==> config.mk <==
export PLATFORM = sky130hd
export DESIGN_NAME = mio_port
export DESIGN_NICKNAME = d
export VERILOG_FILES = /design/src/rtl/mio_pkg.sv /design/src/rtl/mio_cfg_bank.sv /design/src/rtl/mio_rd_mux.sv /design/src/rtl/mio_pin_cell.sv /design/src/rtl/mio_port.sv
export SDC_FILE = /design/constraint.sdc
export NUM_CORES = 1
export LEC_CHECK = 0
export CAP_MARGIN = 20
export CORE_UTILIZATION = 56
export DETAILED_ROUTE_END_ITERATION = 10
export PLACE_DENSITY = 0.85
export RECOVER_POWER = 100
export SLEW_MARGIN = 20
export SYNTH_ARGS = -nofsm -noshare
export SYNTH_HDL_FRONTEND = slang
export SYNTH_SLANG_ARGS = --single-unit
==> constraint.sdc <==
create_clock -name clk -period 2.7 [get_ports clk]
set_clock_uncertainty 0.15 [all_clocks]
set_input_delay 0.405 -clock clk [delete_from_list [all_inputs] [get_ports clk]]
set_output_delay 0.405 -clock clk [all_outputs]
set_load 0.1 [all_outputs]
==> src/rtl/mio_pkg.sv <==
package mio_pkg;

    localparam int ADDR_W  = 4;
    localparam int NUM_CFG = 8;

    typedef enum logic [ADDR_W-1:0] {
        RA_DOUT  = 4'd0,
        RA_DIR   = 4'd1,
        RA_SRC0  = 4'd2,
        RA_SRC1  = 4'd3,
        RA_MODE0 = 4'd4,
        RA_MODE1 = 4'd5,
        RA_GSEL  = 4'd6,
        RA_OEUSE = 4'd7,
        RA_MCELL = 4'd8,
        RA_CAP   = 4'd9,
        RA_PIN   = 4'd10
    } reg_addr_e;

    typedef enum logic [1:0] {
        SRC_DOUT  = 2'd0,
        SRC_ADDR  = 2'd1,
        SRC_MCELL = 2'd2,
        SRC_CS    = 2'd3
    } out_src_e;

    typedef enum logic [1:0] {
        CAP_DIRECT = 2'd0,
        CAP_LATCH  = 2'd1,
        CAP_EDGE   = 2'd2,
        CAP_ALT    = 2'd3
    } cap_mode_e;

    typedef struct packed {
        logic      dout;
        logic      dir;
        out_src_e  src;
        cap_mode_e mode;
        logic      gsel;
        logic      oe_use;
    } pin_cfg_t;

    function automatic logic pick_source(out_src_e s, logic d, logic a, logic m, logic c);
        case (s)
            SRC_DOUT:  return d;
            SRC_ADDR:  return a;
            SRC_MCELL: return m;
            default:   return c;
        endcase
    endfunction

endpackage

==> src/rtl/mio_cfg_bank.sv <==
module mio_cfg_bank
    import mio_pkg::*;
#(
    parameter int W = 8
) (
    input  logic                          clk,
    input  logic                          rst,
    input  logic                          wr_en,
    input  logic [ADDR_W-1:0]             wr_addr,
    input  logic [W-1:0]                  wr_data,
    output logic [NUM_CFG-1:0][W-1:0]     bank
);
    localparam int SEL_W = $clog2(NUM_CFG);

    logic [NUM_CFG-1:0][W-1:0] bank_q;
    logic                      hit;

    assign hit  = wr_en && (wr_addr < ADDR_W'(NUM_CFG));
    assign bank = bank_q;

    always_ff @(posedge clk) begin
        if (rst) begin
            bank_q <= '0;
        end else if (hit) begin
            bank_q[wr_addr[SEL_W-1:0]] <= wr_data;
        end
    end
endmodule

==> src/rtl/mio_rd_mux.sv <==
module mio_rd_mux
    import mio_pkg::*;
#(
    parameter int W = 8
) (
    input  logic [ADDR_W-1:0]             rd_addr,
    input  logic [NUM_CFG-1:0][W-1:0]     bank,
    input  logic [W-1:0]                  mcell_out,
    input  logic [W-1:0]                  cap_out,
    input  logic [W-1:0]                  pin_in,
    output logic [W-1:0]                  rd_data
);
    localparam int SEL_W = $clog2(NUM_CFG);

    always_comb begin
        rd_data = '0;
        if (rd_addr < ADDR_W'(NUM_CFG)) begin
            rd_data = bank[rd_addr[SEL_W-1:0]];
        end else begin
            case (rd_addr)
                RA_MCELL: rd_data = mcell_out;
                RA_CAP:   rd_data = cap_out;
                RA_PIN:   rd_data = pin_in;
                default:  rd_data = '0;
            endcase
        end
    end
endmodule

==> src/rtl/mio_pin_cell.sv <==
module mio_pin_cell
    import mio_pkg::*;
(
    input  logic     clk,
    input  logic     rst,
    input  pin_cfg_t cfg,
    input  logic     addr_bit,
    input  logic     mcell_bit,
    input  logic     cs_bit,
    input  logic     pt_oe_bit,
    input  logic     pt_clk_bit,
    input  logic     as_strobe,
    input  logic     pin_in_bit,
    output logic     pin_out_bit,
    output logic     pin_oe_bit,
    output logic     cap_bit
);
    logic gate;
    logic gate_q;
    logic held_q;
    logic load;

    assign gate        = cfg.gsel ? pt_clk_bit : as_strobe;
    assign pin_out_bit = pick_source(cfg.src, cfg.dout, addr_bit, mcell_bit, cs_bit);
    assign pin_oe_bit  = cfg.dir | (pt_oe_bit & cfg.oe_use);

    always_comb begin
        case (cfg.mode)
            CAP_LATCH: load = gate;
            CAP_EDGE:  load = gate & ~gate_q;
            default:   load = 1'b0;
        endcase
    end

    always_comb begin
        case (cfg.mode)
            CAP_LATCH: cap_bit = gate ? pin_in_bit : held_q;
            CAP_EDGE:  cap_bit = held_q;
            default:   cap_bit = pin_in_bit;
        endcase
    end

    always_ff @(posedge clk) begin
        if (rst) begin
            gate_q <= 1'b0;
            held_q <= 1'b0;
        end else begin
            gate_q <= gate;
            if (load) begin
                held_q <= pin_in_bit;
            end
        end
    end
endmodule

==> src/rtl/mio_port.sv <==
module mio_port
    import mio_pkg::*;
#(
    parameter int W = 8
) (
    input  logic              clk,
    input  logic              rst,
    input  logic [ADDR_W-1:0] reg_addr,
    input  logic              wr_en,
    input  logic [W-1:0]      wr_data,
    output logic [W-1:0]      rd_data,
    input  logic [W-1:0]      addr_lat,
    input  logic [W-1:0]      mcell_out,
    input  logic [W-1:0]      cs_in,
    input  logic [W-1:0]      pt_oe,
    input  logic [W-1:0]      pt_clk,
    input  logic              as_strobe,
    input  logic [W-1:0]      pin_in,
    output logic [W-1:0]      pin_out,
    output logic [W-1:0]      pin_oe,
    output logic [W-1:0]      cap_out
);
    logic [NUM_CFG-1:0][W-1:0] bank;
    logic [W-1:0] dout_v, dir_v, src0_v, src1_v, mode0_v, mode1_v, gsel_v, oeuse_v;

    assign dout_v  = bank[RA_DOUT];
    assign dir_v   = bank[RA_DIR];
    assign src0_v  = bank[RA_SRC0];
    assign src1_v  = bank[RA_SRC1];
    assign mode0_v = bank[RA_MODE0];
    assign mode1_v = bank[RA_MODE1];
    assign gsel_v  = bank[RA_GSEL];
    assign oeuse_v = bank[RA_OEUSE];

    mio_cfg_bank #(.W(W)) u_bank (
        .clk     (clk),
        .rst     (rst),
        .wr_en   (wr_en),
        .wr_addr (reg_addr),
        .wr_data (wr_data),
        .bank    (bank)
    );

    mio_rd_mux #(.W(W)) u_rd (
        .rd_addr   (reg_addr),
        .bank      (bank),
        .mcell_out (mcell_out),
        .cap_out   (cap_out),
        .pin_in    (pin_in),
        .rd_data   (rd_data)
    );

    for (genvar i = 0; i < W; i++) begin : g_pin
        pin_cfg_t cfg;
        assign cfg = '{
            dout:   dout_v[i],
            dir:    dir_v[i],
            src:    out_src_e'({src1_v[i], src0_v[i]}),
            mode:   cap_mode_e'({mode1_v[i], mode0_v[i]}),
            gsel:   gsel_v[i],
            oe_use: oeuse_v[i]
        };

        mio_pin_cell u_cell (
            .clk         (clk),
            .rst         (rst),
            .cfg         (cfg),
            .addr_bit    (addr_lat[i]),
            .mcell_bit   (mcell_out[i]),
            .cs_bit      (cs_in[i]),
            .pt_oe_bit   (pt_oe[i]),
            .pt_clk_bit  (pt_clk[i]),
            .as_strobe   (as_strobe),
            .pin_in_bit  (pin_in[i]),
            .pin_out_bit (pin_out[i]),
            .pin_oe_bit  (pin_oe[i]),
            .cap_bit     (cap_out[i])
        );
    end
endmodule

### After elaboration in Yosys (flattened, before gate mapping)

Index checks and enable logic that the tools add are counted.

| storage, ports and cells | value |
|---|---|
| output and inout bits | 32 |
| register bits after elaboration | 80 |
| logic and storage cells | 151 |
| input port bits | 64 |

| operators by class | value |
|---|---|
| bitwise operators | 32 |
| multiplexer cells | 47 |
| reductions and logical operators | 10 |
| $lt $le $gt $ge | 3 |
| eq/ne operators | 35 |

Operator list:

| kind | number |
|---|---|
| bitwise mux 64 bit | 1 |
| equality test 2 x 1 -> 1 bit, second input constant | 16 |
| equality test 2 bit, second input constant | 16 |
| case mux 1 bit (2 select lines) | 16 |
| binary-select mux 8 bit (select 3 bit) | 1 |
| demux 8 bit (select 3 bit) | 1 |
| two-way mux 8 bit | 3 |
| case mux 1 bit (3 select lines) | 8 |
| case mux 8 bit (3 select lines) | 1 |
| bitwise AND 1 bit | 16 |
| logical NOT 2 bit | 8 |
| two-way mux 1 bit | 16 |
| equality test 4 bit, second input constant | 3 |
| NOT 1 bit | 8 |
| bitwise OR 1 bit | 8 |
| less-than comparator 3 x 4 -> 1 bit, second input constant | 1 |
| less-than comparator 4 bit, second input constant | 1 |
| >= comparator 3 x 1 -> 1 bit, second input constant | 1 |
| logical AND 1 bit | 2 |

### Logic depth before layout (Yosys ltp)

Gate-level depths: netlist of run 1.

| logic depth | value |
|---|---|
| word-level depth | 5 |
| mapped depth | 7 |
| depth with buffers taken out | 6 |

### Modules after synthesis

Synthesis of run 1 repeated with hierarchy kept, for this count alone.

| unflattened totals | value |
|---|---|
| cells, all modules | 469 |
| area, all modules | 4,934.7 µm² |

Modules (own cells, without submodules):

| module | area an instance (µm²) | sequential area each (µm²) | instances | cells each |
|---|---|---|---|---|
| mio_cfg_bank | 2,575.0 | 1,281.2 | 1 | 232 |
| mio_pin_cell | 200.2 | 40.0 | 8 | 20 |
| mio_rd_mux | 758.2 | 0.0 | 1 | 77 |

### Worst setup path before layout of run 1

No wires, ideal clock.

| timing | value |
|---|---|
| path kind | flip-flop to output port |
| start | reg u_bank.bank_q, in the netlist u_bank.bank[32] |
| end | out rd_data[0] |
| path slack | -0.567 ns |
| buffers on the path | 0 |
| cell stages (with the launch flop) | 6 |
| data arrival time | 2.712 ns |
| required time | 2.145 ns |
| cell sequence | dfxtp_1 inv_1 ha_1 or2b_2 o22a_2 o221ai_1 |

| between the ends | value |
|---|---|
| cells in the longest elaborated chain, start to end | 4 |
| elaborated cells between the ends (all ways) | 7 |
| classes of those cells | eq/ne (2); mux (5) |

Ends and longest elaborated chain:

| element | RTL line | RTL |
|---|---|---|
| start: declaration | mio_cfg_bank.sv:15 | `logic [NUM_CFG-1:0][W-1:0] bank_q;` |
| start signal: indexed assignment | mio_cfg_bank.sv:25 | `bank_q[wr_addr[SEL_W-1:0]] <= wr_data;` |
| equality test 2 bit / equality test 2 x 1 -> 1 bit (equally long branches) | mio_pin_cell.sv:36 | `case (cfg.mode)` |
| case mux 1 bit (2 select lines) | mio_pin_cell.sv:36 |  |
| case mux 8 bit (3 select lines) | mio_rd_mux.sv:20 | `case (rd_addr)` |
| two-way mux 8 bit * | mio_rd_mux.sv:17 | `if (rd_addr < ADDR_W'(NUM_CFG)) begin` |
| end: declaration | mio_port.sv:11 | `output logic [W-1:0] rd_data,` |

Every way passes the cells marked *; elsewhere a longest branch is shown, timed or not. The select of a mux whose other input is x is not followed.

### Final worst setup path of run 1

| timing | value |
|---|---|
| start | reg u_bank.bank_q, in the netlist u_bank.bank[38] |
| end | out rd_data[6] |

The elaborated chain is that of the path after synthesis.

==> impl_metrics.env, run 1 <==
export IMPL_finalCritPeriodShare_pct=99.0
export IMPL_relSlewSlack_pct=-8.71
export IMPL_overflow=0
export IMPL_cts_tree="built"
export IMPL_fillers=488
export IMPL_cts_root_buf="clkbuf_8"
export IMPL_vias=4242
export IMPL_ys_types=33
export IMPL_postCtsHoldBufs=0
export IMPL_ioPinCount=96
export IMPL_seq_area_frac_synth_pct=33.3
export IMPL_crit_fanout=4
export IMPL_ys_warn_count=0
export IMPL_worst_setup_path_start_kind="flop"
export IMPL_syn_area_sq_um=4810
export IMPL_grt_max_degree=81
export IMPL_p_leak_uw=0.00261
export IMPL_avgSynthCellArea_sq_um=9.51
export IMPL_powerDensity_nw_per_um2=431
export IMPL_die_h_um=94.7
export IMPL_holdWs_ns=0.341
export IMPL_cts_inserted_buffers=9
export IMPL_clk_pin_slew_ns=0.08
export IMPL_switchingPower_uw=776
export IMPL_antenna_cells=0
export IMPL_mostFrequentLayoutCells="73 x dfxtp_1, 61 x clkdlybuf4s50_1, 57 x nor2_1, 55 x mux2i_1, 40 x inv_1"
export IMPL_gp_congestion=0.933
export IMPL_violations="capacitance limit, slew limit"
export IMPL_multi_input_area_sq_um=2800
export IMPL_max_cap_violations=1
export IMPL_dp_final_hpwl_um=9220
export IMPL_finalMaxSlewViolations=81
export IMPL_p_sw_share_pct=28.0
export IMPL_initial_core_util_pct=58.3
export IMPL_grt_pass1_vias=4205
export IMPL_path_class="reg -> out"
export IMPL_clk_latency_ns=0.35
export IMPL_p_int_uw=1990
export IMPL_track_usage_pct=31.2
export IMPL_routedWlPerCell_um=20.0
export IMPL_clock_sinks=80
export IMPL_dr_first_iter_drc_count=444
export IMPL_crit_path_end_kind="output port"
export IMPL_antenna_found_initial=0
export IMPL_drc=0
export IMPL_drive_above_1_share_pct=26.2
export IMPL_antenna_left=0
export IMPL_power_frac_comb_pct=21.4
export IMPL_arrival_ns=2.12
export IMPL_seqPwrFrac_pct=43.8
export IMPL_final_common_cell="dfxtp_1"
export IMPL_hp_class="reg -> reg"
export IMPL_drt_first_pass_iters=5
export IMPL_finalHoldViolations=0
export IMPL_syn_to_final_growth_pct=33.3
export IMPL_syn_num_nets=586
export IMPL_synth_seq_cells=80
export IMPL_cts_max_path_buffers=2
export IMPL_rows=33
export IMPL_drt_total_wl_um=13900
export IMPL_period_needed_ns=2.67
export IMPL_pwr_share_clk_pct=34.8
export IMPL_required_ns=2.14
export IMPL_r2r_slack_ns=1.05
export IMPL_nets=665
export IMPL_ir_worst_vdd_mv=0.288
export IMPL_port_buffers=95
export IMPL_finish_utilization_pct=77.7
export IMPL_setup_viol=0
export IMPL_postSynthCellCount=506
export IMPL_dieWidth_um=94.7
export IMPL_die_area_sq_um=8970
export IMPL_tightest_slew_ns=1.63
export IMPL_grt_pass1_wl_um=21100
export IMPL_seqCellArea_sq_um=1610
export IMPL_routed_via_density=6.12
export IMPL_h_tree_depth=3
export IMPL_coreArea_sq_um=8260
export IMPL_rsz0062_at_grt="yes"
export IMPL_fmax_ghz=0.374
export IMPL_status="finished with violations"
through the flow:
| step | instances | area, sq um | total power (uW) | setup TNS, ns | setup slack, ns |
|---|---|---|---|---|---|
| 2_1_floorplan | 506 | 4840 | 1580 | -1.64 | -0.548 |
| 3_3_place_gp | 678 | 6130 | 1790 | -0.351 | -0.111 |
| 3_5_place_dp | 678 | 6130 | 1810 | -0.549 | -0.111 |
| 4_1_cts | 693 | 6390 | 2740 | 0 | 0.00769 |
| 5_1_grt | 693 | 6410 | 2820 | -0.155 | -0.0436 |
| 6_report | 693 | 6410 | 2770 | 0 | 0.0273 |
path summary, 6_finish.rpt:
kind / start / endpoint / cells after the start
min: u_bank.bank[15] / u_bank.bank[15] / 2
min reg2reg: u_bank.bank[15] / u_bank.bank[15] / 2
max reg2reg: u_bank.bank[45] / g_pin[5].u_cell.held_q / 5
max: u_bank.bank[38] / rd_data[6] / 6
power by group through the flow:
stage / clock network, uW / registers [uW] / logic, uW
global placement: 0 / 1240 / 557
floorplan: 0 / 1230 / 345
finish: 964 / 1210 / 591
detailed placement: 0 / 1240 / 567
CTS: 948 / 1210 / 579
global route: 993 / 1210 / 614
synthesized netlist by cell type:
| cell | n | share of area (%) |
|---|---|---|
| dfxtp_1 | 80 | 33 |
| mux2i_1 | 64 | 13 |
| nor2_1 | 57 | 4.4 |
| inv_1 | 40 | 3.1 |
| nand2_1 | 35 | 2.7 |
| a21oi_1 | 32 | 3.3 |
| buf_4 | 26 | 4.1 |
| mux4_2 | 23 | 11 |
| clkbuf_1 | 17 | 1.3 |
| ha_1 | 16 | 4.2 |
| nand3_1 | 16 | 1.7 |
| nand2b_1 | 10 | 1.3 |
| a211oi_1 | 8 | 1.2 |
| a21o_1 | 8 | 1.2 |
| mux2_2 | 8 | 1.9 |
| o21ai_0 | 8 | 0.83 |
| o21ba_2 | 8 | 1.7 |
| o221ai_1 | 8 | 1.5 |
| buf_2 | 7 | 0.73 |
| or2b_2 | 7 | 1.3 |
| clkbuf_8 | 5 | 1.4 |
| o22a_2 | 5 | 1.0 |
| nor3b_1 | 3 | 0.47 |
| o22a_1 | 3 | 0.55 |
| buf_6 | 2 | 0.47 |
| nand3b_1 | 2 | 0.31 |
| nor2b_1 | 2 | 0.26 |
| buf_12 | 1 | 0.42 |
| clkbuf_2 | 1 | 0.10 |
| mux4_1 | 1 | 0.55 |
| nand3b_2 | 1 | 0.23 |
| nor2_2 | 1 | 0.13 |
| nor3b_2 | 1 | 0.26 |
sequential cells by signal, summed over array words and instances (netlist names):
| signal | count |
|---|---|
| g_pin.u_cell.held_q | 8 |
| u_bank.bank | 64 |
| g_pin.u_cell.gate_q | 8 |
kinds of logic (layout without fill, tap and decap cells):
logic type / count (synthesis) / count (layout) / synth area share [%]
compound gates: 80 / 80 / 11.4
fa+ha+maj: 16 / 16 / 4.16
buf+inv: 99 / 181 / 11.6
flops: 80 / 80 / 33.3
mux: 96 / 96 / 26.5
simple gates: 135 / 135 / 13.1
critical path, cell delays in order, from the launching register on:
cell      delay (ns)
dfxtp_2         0.36
inv_1           0.05
ha_1            0.31
or2b_2          0.30
o22a_2          0.27
o221ai_2        0.26
buf_12          0.21
timing repair:
item                       CTS  global route
cloned                       1             0
resized for setup            6            20
setup endpoints to repair    8             8
setup buffers                0             0
pin swaps                    1             2
final cells by class:
type	count	share of cell area, %
multi-input cells	327	43.6
inverters	40	2.34
clock inverters	4	1.09
flip-flops and latches	80	25.1
clock buffers	10	2.15
repair buffers	127	23.7
well taps	105	2.05
per-layer routing:
metal | track usage, % | routed length, um
met1 | 39.7 | 5340
met2 | 51.3 | 6810
met3 | 4.67 | 1270
met4 | 15.8 | 470
met5 | 0 | 0
Note: power is estimated with default switching activity, not from simulation.
==> run 2: changes to the inputs <==
--- a/config.mk
+++ b/config.mk
@@ -8,6 +8,7 @@
 export CAP_MARGIN = 20
 export CORE_UTILIZATION = 56
 export DETAILED_ROUTE_END_ITERATION = 10
+export GPL_ROUTABILITY_DRIVEN = 0
 export PLACE_DENSITY = 0.85
 export RECOVER_POWER = 100
 export SLEW_MARGIN = 20
==> results of run 2 <==
No change in the layout: final DEF, timing and power equal those of run 1.
==> run 3: changes to the inputs <==
--- a/config.mk
+++ b/config.mk
@@ -7,9 +7,10 @@
 export LEC_CHECK = 0
 export CAP_MARGIN = 20
 export CORE_UTILIZATION = 56
+export CTS_CLUSTER_DIAMETER = 100
 export DETAILED_ROUTE_END_ITERATION = 10
 export GPL_ROUTABILITY_DRIVEN = 0
-export PLACE_DENSITY = 0.85
+export PLACE_DENSITY = 0.86
 export RECOVER_POWER = 100
 export SLEW_MARGIN = 20
 export SYNTH_ARGS = -nofsm -noshare
==> impl_metrics.env, run 3 (synthesized netlist as in run 1, its figures left out) <==
export IMPL_status="finished with violations"
export IMPL_violations="capacitance limit, slew limit"
export IMPL_slowest_stage="dfxtp_2"
export IMPL_setup_viol=0
export IMPL_final_common_cell="dfxtp_1"
export IMPL_dieWidth_um=94.7
export IMPL_arrival_ns=2.11
export IMPL_largest_reg_flops=64
export IMPL_finish_utilization_pct=75.3
export IMPL_clk_pin_slew_ns=0.09
export IMPL_antenna_found_initial=0
export IMPL_routed_via_density=6.21
export IMPL_initial_core_util_pct=58.3
export IMPL_antenna_left=0
export IMPL_cts_inserted_buffers=9
export IMPL_powerDensity_nw_per_um2=426
export IMPL_finalHoldViolations=0
export IMPL_grt_pass1_wl_um=22300
export IMPL_grt_max_degree=42
export IMPL_dr_first_iter_drc_count=518
export IMPL_h_tree_depth=3
export IMPL_dp_final_hpwl_um=9780
export IMPL_postCtsHoldBufs=0
export IMPL_fmax_ghz=0.375
export IMPL_ioPinCount=96
export IMPL_port_buffers=95
export IMPL_die_h_um=94.7
export IMPL_rows=33
export IMPL_track_usage_pct=33.4
export IMPL_required_ns=2.14
export IMPL_path_buf_inv=2
export IMPL_tightest_slew_ns=1.92
export IMPL_ir_worst_vdd_mv=0.271
export IMPL_vias=4358
export IMPL_finalMaxSlewViolations=41
export IMPL_place_ws_ns=-0.183
export IMPL_die_area_sq_um=8970
export IMPL_drt_first_pass_iters=5
export IMPL_finalCritPeriodShare_pct=98.8
export IMPL_hp_class="reg -> reg"
export IMPL_mostFrequentLayoutCells="73 x dfxtp_1, 59 x clkdlybuf4s50_1, 57 x nor2_1, 54 x mux2i_1, 40 x inv_1"
export IMPL_overflow=0
export IMPL_crit_fanout=4
export IMPL_antenna_cells=0
export IMPL_drt_total_wl_um=14900
export IMPL_grt_pass1_vias=4330
export IMPL_period_needed_ns=2.67
export IMPL_holdWs_ns=0.337
export IMPL_worst_slack_ns=0.0324
export IMPL_worst_setup_path_start_kind="flop"
export IMPL_setup_tns_final_ns=0
export IMPL_critPathTopFamily="compound AO/OA/AOI/OAI gates"
export IMPL_drive_above_1_share_pct=24.6
export IMPL_path_class="reg -> out"
export IMPL_p_leak_uw=0.00251
export IMPL_cp_slowest_stage_delay_ns=0.36
export IMPL_crit_path_cell_trace="inv_1, ha_1, or2b_2, o22a_2, o221ai_2, clkbuf_8"
export IMPL_clock_sinks=80
export IMPL_nets=672
export IMPL_crit_path_end_kind="output port"
export IMPL_cts_root_buf="clkbuf_8"
export IMPL_drc=0
export IMPL_relSlewSlack_pct=-27.9
export IMPL_cts_tree="built"
export IMPL_cts_max_path_buffers=2
export IMPL_clk_latency_ns=0.36
export IMPL_max_cap_violations=1
export IMPL_routedWlPerCell_um=21.3
export IMPL_coreArea_sq_um=8260
export IMPL_syn_to_final_growth_pct=29.2
run 3: layout make-up:
type	count	area, sq um
Clock buffer	12	165
Inverter	40	150
Timing Repair Buffer	134	1320
Fill cell	544	2040
Multi-Input combinational cell	327	2820
Tap cell	105	131
Clock inverter	4	27.5
Sequential cell	80	1610
run 3: per-layer routing:
metal	wire (um)	vias to the layer above	track usage (%)	part of all wire (%)
met2	7330	309	55.7	49
met4	519	0	16.4	3.5
li1	-	1909	-	-
met3	1450	52	8.78	9.7
met1	5620	2088	39.8	38
met5	0	-	0	0
run 3: worst paths after layout:
| check | from | endpoint | slack (ns) | cells after the start |
|---|---|---|---|---|
| worst max-delay path | u_bank.bank[34] | rd_data[2] | 0.03 | 6 |
| worst min register to register | u_bank.bank[14] | u_bank.bank[14] | 0.34 | 2 |
| worst min-delay path | u_bank.bank[14] | u_bank.bank[14] | 0.34 | 2 |
| worst max register to register | u_bank.bank[45] | g_pin[5].u_cell.held_q | 1.04 | 5 |
run 3: tightest hold or removal path: cells and delay by family (launching register included):
kind               cells  cell delay [ns]
DFF                    1             0.33
and+or+nand+nor        1             0.06
AOI/OAI and AO/OA      1             0.05
run 3: repair_timing:
action,in CTS,in global routing
pin swaps,0,3
gates cloned,1,0
gates resized for setup,6,27
endpoints found under the setup margin,8,8
setup buffers,0,4
run 3: through the flow:
stage	cell area, sq um	instances	power (uW)
2_1_floorplan	4840	506	1580
3_3_place_gp	6150	681	1800
3_5_place_dp	6150	681	1810
4_1_cts	6370	698	2640
5_1_grt	6220	702	2710
6_report	6220	702	2650
run 3: power by group:
part | internal, uW | total [uW] | switching (uW)
Combinational | 235 | 570 | 335
Sequential | 1200 | 1210 | 15.0
Clock | 408 | 865 | 457
